===== src/rtl/busStealPkg.sv =====
package busStealPkg;

  localparam logic [2:0] ST_READ    = 3'b101;
  localparam logic [2:0] ST_WRITE   = 3'b110;
  localparam logic [2:0] ST_PASSIVE = 3'b111;

  typedef enum logic [3:0] {
    PH_IDLE, PH_REQ, PH_WAITGNT, PH_LEAD,
    PH_T1, PH_T2, PH_T3, PH_TW, PH_T4, PH_REL
  } phase_t;

  typedef struct packed {
    logic load;
    logic advance;
  } dpStrobe_t;

endpackage


===== src/rtl/stealDatapath.sv =====
module stealDatapath
  import busStealPkg::*;
#(
  parameter int AW = 20,
  parameter int WORD_BYTES = 2,
  parameter int CW = 4
) (
  input  logic          clk,
  input  logic          rstN,
  input  dpStrobe_t     strobe,
  input  logic [AW-1:0] startAddr,
  input  logic [CW-1:0] startCount,
  input  logic          startWrite,
  output logic [AW-1:0] curAddr,
  output logic          lastWord,
  output logic          isWrite
);

  localparam logic [AW-1:0] STEP = AW'(WORD_BYTES);

  logic [AW-1:0] addrQ;
  logic [CW-1:0] leftQ;
  logic          writeQ;

  always_ff @(posedge clk) begin
    if (!rstN) begin
      addrQ  <= '0;
      leftQ  <= '0;
      writeQ <= 1'b0;
    end else if (strobe.load) begin
      addrQ  <= startAddr;
      leftQ  <= startCount;
      writeQ <= startWrite;
    end else if (strobe.advance) begin
      addrQ <= addrQ + STEP;
      leftQ <= leftQ - 1'b1;
    end
  end

  assign curAddr  = addrQ;
  assign lastWord = (leftQ == CW'(1));
  assign isWrite  = writeQ;

endmodule


===== src/rtl/stealControl.sv =====
module stealControl
  import busStealPkg::*;
#(
  parameter int MAX_WORDS = 8,
  parameter int CW = 4
) (
  input  logic          clk,
  input  logic          rstN,
  input  logic          xferStart,
  input  logic [CW-1:0] xferCount,
  input  logic          rgIn,
  input  logic          ready,
  input  logic          lastWord,
  input  logic          isWrite,
  output dpStrobe_t     strobe,
  output logic          rgDriveLow,
  output logic [2:0]    busStatus,
  output logic          statusOe,
  output logic          xferBusy,
  output logic          xferDone
);

  phase_t phase, phaseNext;
  logic   countOk, accept, showCode;

  assign countOk = (xferCount != '0) && (int'(xferCount) <= MAX_WORDS);
  assign accept  = (phase == PH_IDLE) && xferStart && countOk;

  always_comb begin
    phaseNext = phase;
    unique case (phase)
      PH_IDLE:    if (accept) phaseNext = PH_REQ;
      PH_REQ:     phaseNext = PH_WAITGNT;
      PH_WAITGNT: if (!rgIn) phaseNext = PH_LEAD;
      PH_LEAD:    phaseNext = PH_T1;
      PH_T1:      phaseNext = PH_T2;
      PH_T2:      phaseNext = PH_T3;
      PH_T3,
      PH_TW:      phaseNext = ready ? PH_T4 : PH_TW;
      PH_T4:      phaseNext = lastWord ? PH_REL : PH_T1;
      PH_REL:     phaseNext = PH_IDLE;
      default:    phaseNext = PH_IDLE;
    endcase
  end

  always_ff @(posedge clk) begin
    if (!rstN) phase <= PH_IDLE;
    else       phase <= phaseNext;
  end

  always_comb begin
    strobe.load    = accept;
    strobe.advance = (phase == PH_T4) && !lastWord;
  end

  assign statusOe = (phase == PH_LEAD) || (phase == PH_T1) || (phase == PH_T2) ||
                    (phase == PH_T3) || (phase == PH_TW) || (phase == PH_T4);
  assign showCode = (phase == PH_LEAD) || (phase == PH_T1) || (phase == PH_T2) ||
                    ((phase == PH_T4) && !lastWord);
  assign busStatus  = (statusOe && showCode) ? (isWrite ? ST_WRITE : ST_READ) : ST_PASSIVE;
  assign rgDriveLow = (phase == PH_REQ) || (phase == PH_REL);
  assign xferBusy   = (phase != PH_IDLE);
  assign xferDone   = (phase == PH_REL);

endmodule


===== src/rtl/busStealer.sv =====
module busStealer
  import busStealPkg::*;
#(
  parameter int AW = 20,
  parameter int WORD_BYTES = 2,
  parameter int MAX_WORDS = 8,
  parameter int CW = $clog2(MAX_WORDS + 1)
) (
  input  logic          clk,
  input  logic          rstN,
  input  logic          xferStart,
  input  logic [AW-1:0] xferAddr,
  input  logic [CW-1:0] xferCount,
  input  logic          xferWrite,
  input  logic          ready,
  input  logic          rgIn,
  output logic          rgDriveLow,
  output logic [2:0]    busStatus,
  output logic          statusOe,
  output logic [AW-1:0] busAddr,
  output logic          xferBusy,
  output logic          xferDone
);

  dpStrobe_t strobe;
  logic      lastWord, isWrite;

  stealControl #(.MAX_WORDS(MAX_WORDS), .CW(CW)) ctrl (
    .clk(clk), .rstN(rstN), .xferStart(xferStart), .xferCount(xferCount),
    .rgIn(rgIn), .ready(ready), .lastWord(lastWord), .isWrite(isWrite),
    .strobe(strobe), .rgDriveLow(rgDriveLow), .busStatus(busStatus),
    .statusOe(statusOe), .xferBusy(xferBusy), .xferDone(xferDone)
  );

  stealDatapath #(.AW(AW), .WORD_BYTES(WORD_BYTES), .CW(CW)) dp (
    .clk(clk), .rstN(rstN), .strobe(strobe), .startAddr(xferAddr),
    .startCount(xferCount), .startWrite(xferWrite), .curAddr(busAddr),
    .lastWord(lastWord), .isWrite(isWrite)
  );

endmodule


===== config.mk =====
export PLATFORM = sky130hd
export DESIGN_NAME = busStealer
export DESIGN_NICKNAME = d
export VERILOG_FILES = /design/src/rtl/busStealPkg.sv /design/src/rtl/stealDatapath.sv /design/src/rtl/stealControl.sv /design/src/rtl/busStealer.sv
export SDC_FILE = /design/constraint.sdc
export NUM_CORES = 1
export LEC_CHECK = 0
export BUFFER_PORTS_ARGS = -buffer_cell sky130_fd_sc_hd__buf_2
export CORE_MARGIN = 3
export CORE_UTILIZATION = 45
export DETAILED_ROUTE_END_ITERATION = 16
export GPL_ROUTABILITY_DRIVEN = 0
export GPL_TIMING_DRIVEN = 0
export PLACE_DENSITY = 0.77
export SLEW_MARGIN = 5
export SYNTH_ARGS = -nofsm -noshare
export SYNTH_HDL_FRONTEND = slang
export SYNTH_SLANG_ARGS = --single-unit

===== constraint.sdc =====
create_clock -name clk -period 2.6 [get_ports clk]
set_clock_uncertainty 0.1 [all_clocks]
set_input_delay 0.78 -clock clk [delete_from_list [all_inputs] [get_ports clk]]
set_output_delay 0.78 -clock clk [all_outputs]
set_load 0.05 [all_outputs]

==> impl_metrics.toml <==
[die]
fp-row-count = 21
core_region_area_um2 = 3470
ioPinCount = 57
floorplan.initialDensity_pct = 48.7
design.die.area_um2 = 4530
die_width_um = 67.3
fp.dieH_um = 67.3

[pwr]
total_leakage_power_nw = 0.919
power.density_cell_area_nw_per_um2 = 652
p_sw_share_pct = 34.0
netSwitchingPower_mw = 0.512
power.ir.vdd_worst_mv = 0.395
power.internal_mw = 0.993
comb_power_share_pct = 26.0
part_of_the_power_in_the_clock_network_pct = 37.7
seq_power_share_pct = 36.3
total_power_draw_mw = 1.51

[worst_setup_path]
startpoint_type = "register"
crit_path_top_delay_cell = "or4b_4"
timing.critical_path.slowest_cell_delay_ns = 0.56
critical_path.endpoint_type = "output pin"
timing.critical_path.fanout_max = 3
critical_path_arrival_ns = 1.72
cp.required_ns = 1.72
worstSetupPathType = "register to output pin"
crit_chain = "or4b_4, clkbuf_16, nor2_4, o21bai_2, buf_6"

[logic_synthesis]
synth_enable_flop_cells = 0
post_synthesis_share_of_cell_area_spent_on_full_adders_half_adders_and_majority_gates_pct = 2.22
synth-xor-area-share_pct = 5.18
syn-num-nets = 251
syn_avg_cell_area_um2 = 7.75
ys.flop_type = "dfxtp_1"
seq_area_frac_synth_pct = 34.3
synth-seq-cells = 29
compound_gate_fraction_of_synth_area_pct = 24.5
post_synth_arst_share_pct = 0
synth.cell_area_um2 = 1690
synth_simple_gate_area_share_pct = 25.8
mux_cell_area_share_after_synthesis_pct = 1.18
ys_warn_count = 0
netlist.area_leader.share_pct = 34.3
synth_top_family_by_area = "simple AND/OR/NAND/NOR gates"
synth.distinct_cells = 43
synthesis.instances = 218
most_used_standard_cell_by_instance_count_after_synthesis = "o21ai_0"
post-synth-top-area-cell = "dfxtp_1"
synth_top_cells_by_count = "30 x o21ai_0, 29 x dfxtp_1, 16 x a21oi_1, 14 x clkbuf_1, 12 x nand3_1"
ys_top_cells_by_area = "dfxtp_1 34%, o21ai_0 8.9%, a21oi_1 4.7%, xnor2_1 4.1%, a31oi_1 3.7%"

[timing]
final_period_minus_worst_setup_slack_ns = 2.60
max_freq_mhz = 384
maxSlewHeadroom_pct = 46.0
setup-violations-final = 1
final_hold_viol_count = 0
min_period_over_period_pct = 100
timing.setup.tns_ns = -0.00126
layout_setup_ws_ns = -0.00126
finalHoldWorstSlack_ns = 0.402
worstMarginPinSlew_ns = 0.799
timing_max_transition_violations_final = 0
grt_setup_unrepaired = "true"

[final_layout]
fin_util_pct = 66.6
layout.filler_cells = 307
num_antenna_cells = 0
area_growth_pct = 36.6
regArea_um2 = 586
number_of_nets_in_the_final_layout = 320
post_route_cells_drive_above_1_share_pct = 32.3
area_occupied_by_multi_input_gates_um2 = 1040

[route]
drc = 0
postRouteWirelength_um = 4810
drt_iter0_markers = 211
via_count = 1911
vias_per_cell = 5.72
routed_wire_length_per_instance_um = 14.4
route.antenna.remaining_nets = 0
first_pass_iters = 5

[grt]
first_global_vias = 1668
grt_met3_use_pct = 6.82
gr-total-overflow = 0
initial_antenna_violation_count = 0
global_route.usage.met1_pct = 27.6
maximum_number_of_pins_on_one_net_before_global_route_repair = 11
layer_with_the_highest_usage_after_global_routing = "met2"
global_routing_usage_summed_across_all_routing_layers_pct = 21.9
global_route_wire_length_before_repair_um = 7620
global_route.usage.met2_pct = 36.1

[status]
failing_checks = "setup timing"
outcome = "finished, violations left"

[placement]
port_buffers = 54
place.detailed.hpwl_um = 3250

[hold_path]
timing.hold.worst.class = "register to register"

[clocking]
clock_h_tree_levels = 2
hold_buffers = 0
clk_latency_ns = 0.29
cts_root_buffer = "clkbuf_8"
clkSlewWorstSetupHoldPaths_ns = 0.07
clockBufferDepth = 2
number_of_buffers_inserted_during_clock_tree_synthesis = 5
cts.sink_count = 29
cts_tree = "yes"

[flow_run]
maxCapViolCount = 0
==> logic make-up (layout without fill, tap and decap cells) <==
logic type,count (synthesis),count (layout)
and+or+nand+nor,76,76
muxes,2,2
AOI/OAI and AO/OA,71,71
other,1,1
buffers and inverters,26,96
adders and majority gates,3,3
DFF,29,29
xor gates and xnor gates,10,10
==> power groups by stage <==
stage / Sequential [mW] / Combinational (mW) / Clock (mW)
floorplan: 0.652 / 0.175 / 0
global placement: 0.548 / 0.377 / 0
detailed placement: 0.549 / 0.381 / 0
CTS: 0.545 / 0.381 / 0.568
global route: 0.554 / 0.423 / 0.590
finish: 0.546 / 0.392 / 0.567
==> layout by cell type, fill, tap and decap left out, types with 2 or more instances in the layout <==
master     netlist  layout
or4b_1           2       2
or3_1            6       6
o31ai_1          2       2
nor2_1          10       9
inv_1            9       9
clkbuf_1        14       6
ha_1             3       3
nand4_1          6       6
xor2_1           2       2
a31oi_1         10      10
dfxtp_1         29      27
nand3_1         12      12
or4_4            0       2
buf_6            1       3
and2_1           4       4
bufinv_16        0       2
buf_2            1      51
clkbuf_8         0       5
o32ai_1          2       2
nand2_1         11      11
xnor2_1          8       8
a211oi_1         3       3
and3_1           2       2
a21oi_1         16      16
mux2i_1          2       2
clkbuf_2         0       5
buf_4            1      12
or4_1            6       4
nor3_1           3       3
o31a_1           2       2
nor4_1           6       5
o21ai_0         30      28
==> timing repair <==
item	4_1_cts	5_1_grt
setup endpoints to repair	16	25
endpoints found under the hold margin	0	0
pin swaps	4	2
setup buffers	6	4
gates resized for setup	15	16
==> per-stage QoR <==
step	std cells	setup WS, ns	area (um^2)
after floorplan	218	0.0462	1710
after global placement	318	-0.310	2030
after detailed placement	318	-0.358	2030
after CTS	331	-0.00843	2260
after global routing	334	-0.0622	2310
final	334	-0.00126	2310
==> final cells by class <==
cell class	count	share of cell area, %
buffer	15	4.28
clock buffer	5	2.98
clock inverter	3	2.82
inverter	9	1.46
multi-input combinational	163	45.0
sequential	29	25.4
tap	46	2.49
timing repair buffer	64	15.6
==> registers in the layout, summed over array words and instances (netlist names) <==
register and count:
dp.curAddr 20, dp.leftQ 4, ctrl.phase 4, dp.isWrite 1
==> layer usage <==
layer,vias up,routed length (um)
met3,2,359
met4,0,25
li1,950,-
met5,-,0
met2,64,2260
met1,895,2170
==> path summary, 6_finish.rpt <==
kind	to	slack, ns	depth (start not counted)	startpoint
hold reg to reg	dp.curAddr[0]$_SDFFE_PN0P_	0.40	2	dp.curAddr[0]$_SDFFE_PN0P_
hold / removal	dp.curAddr[0]$_SDFFE_PN0P_	0.40	2	dp.curAddr[0]$_SDFFE_PN0P_
setup / recovery	busStatus[1]	-0.001	5	ctrl.phase[1]$_SDFFE_PN0P_
setup reg to reg	dp.curAddr[16]$_SDFFE_PN0P_	0.04	6	ctrl.phase[1]$_SDFFE_PN0P_
==> worst max-delay path, delay by kind of cell, from the launching register on <==
family	cells	cell delay (ns)
flops	1	0.32
compound gates	1	0.08
buf+inv	2	0.34
simple gates	2	0.71
(Power assumes the default switching activity.)
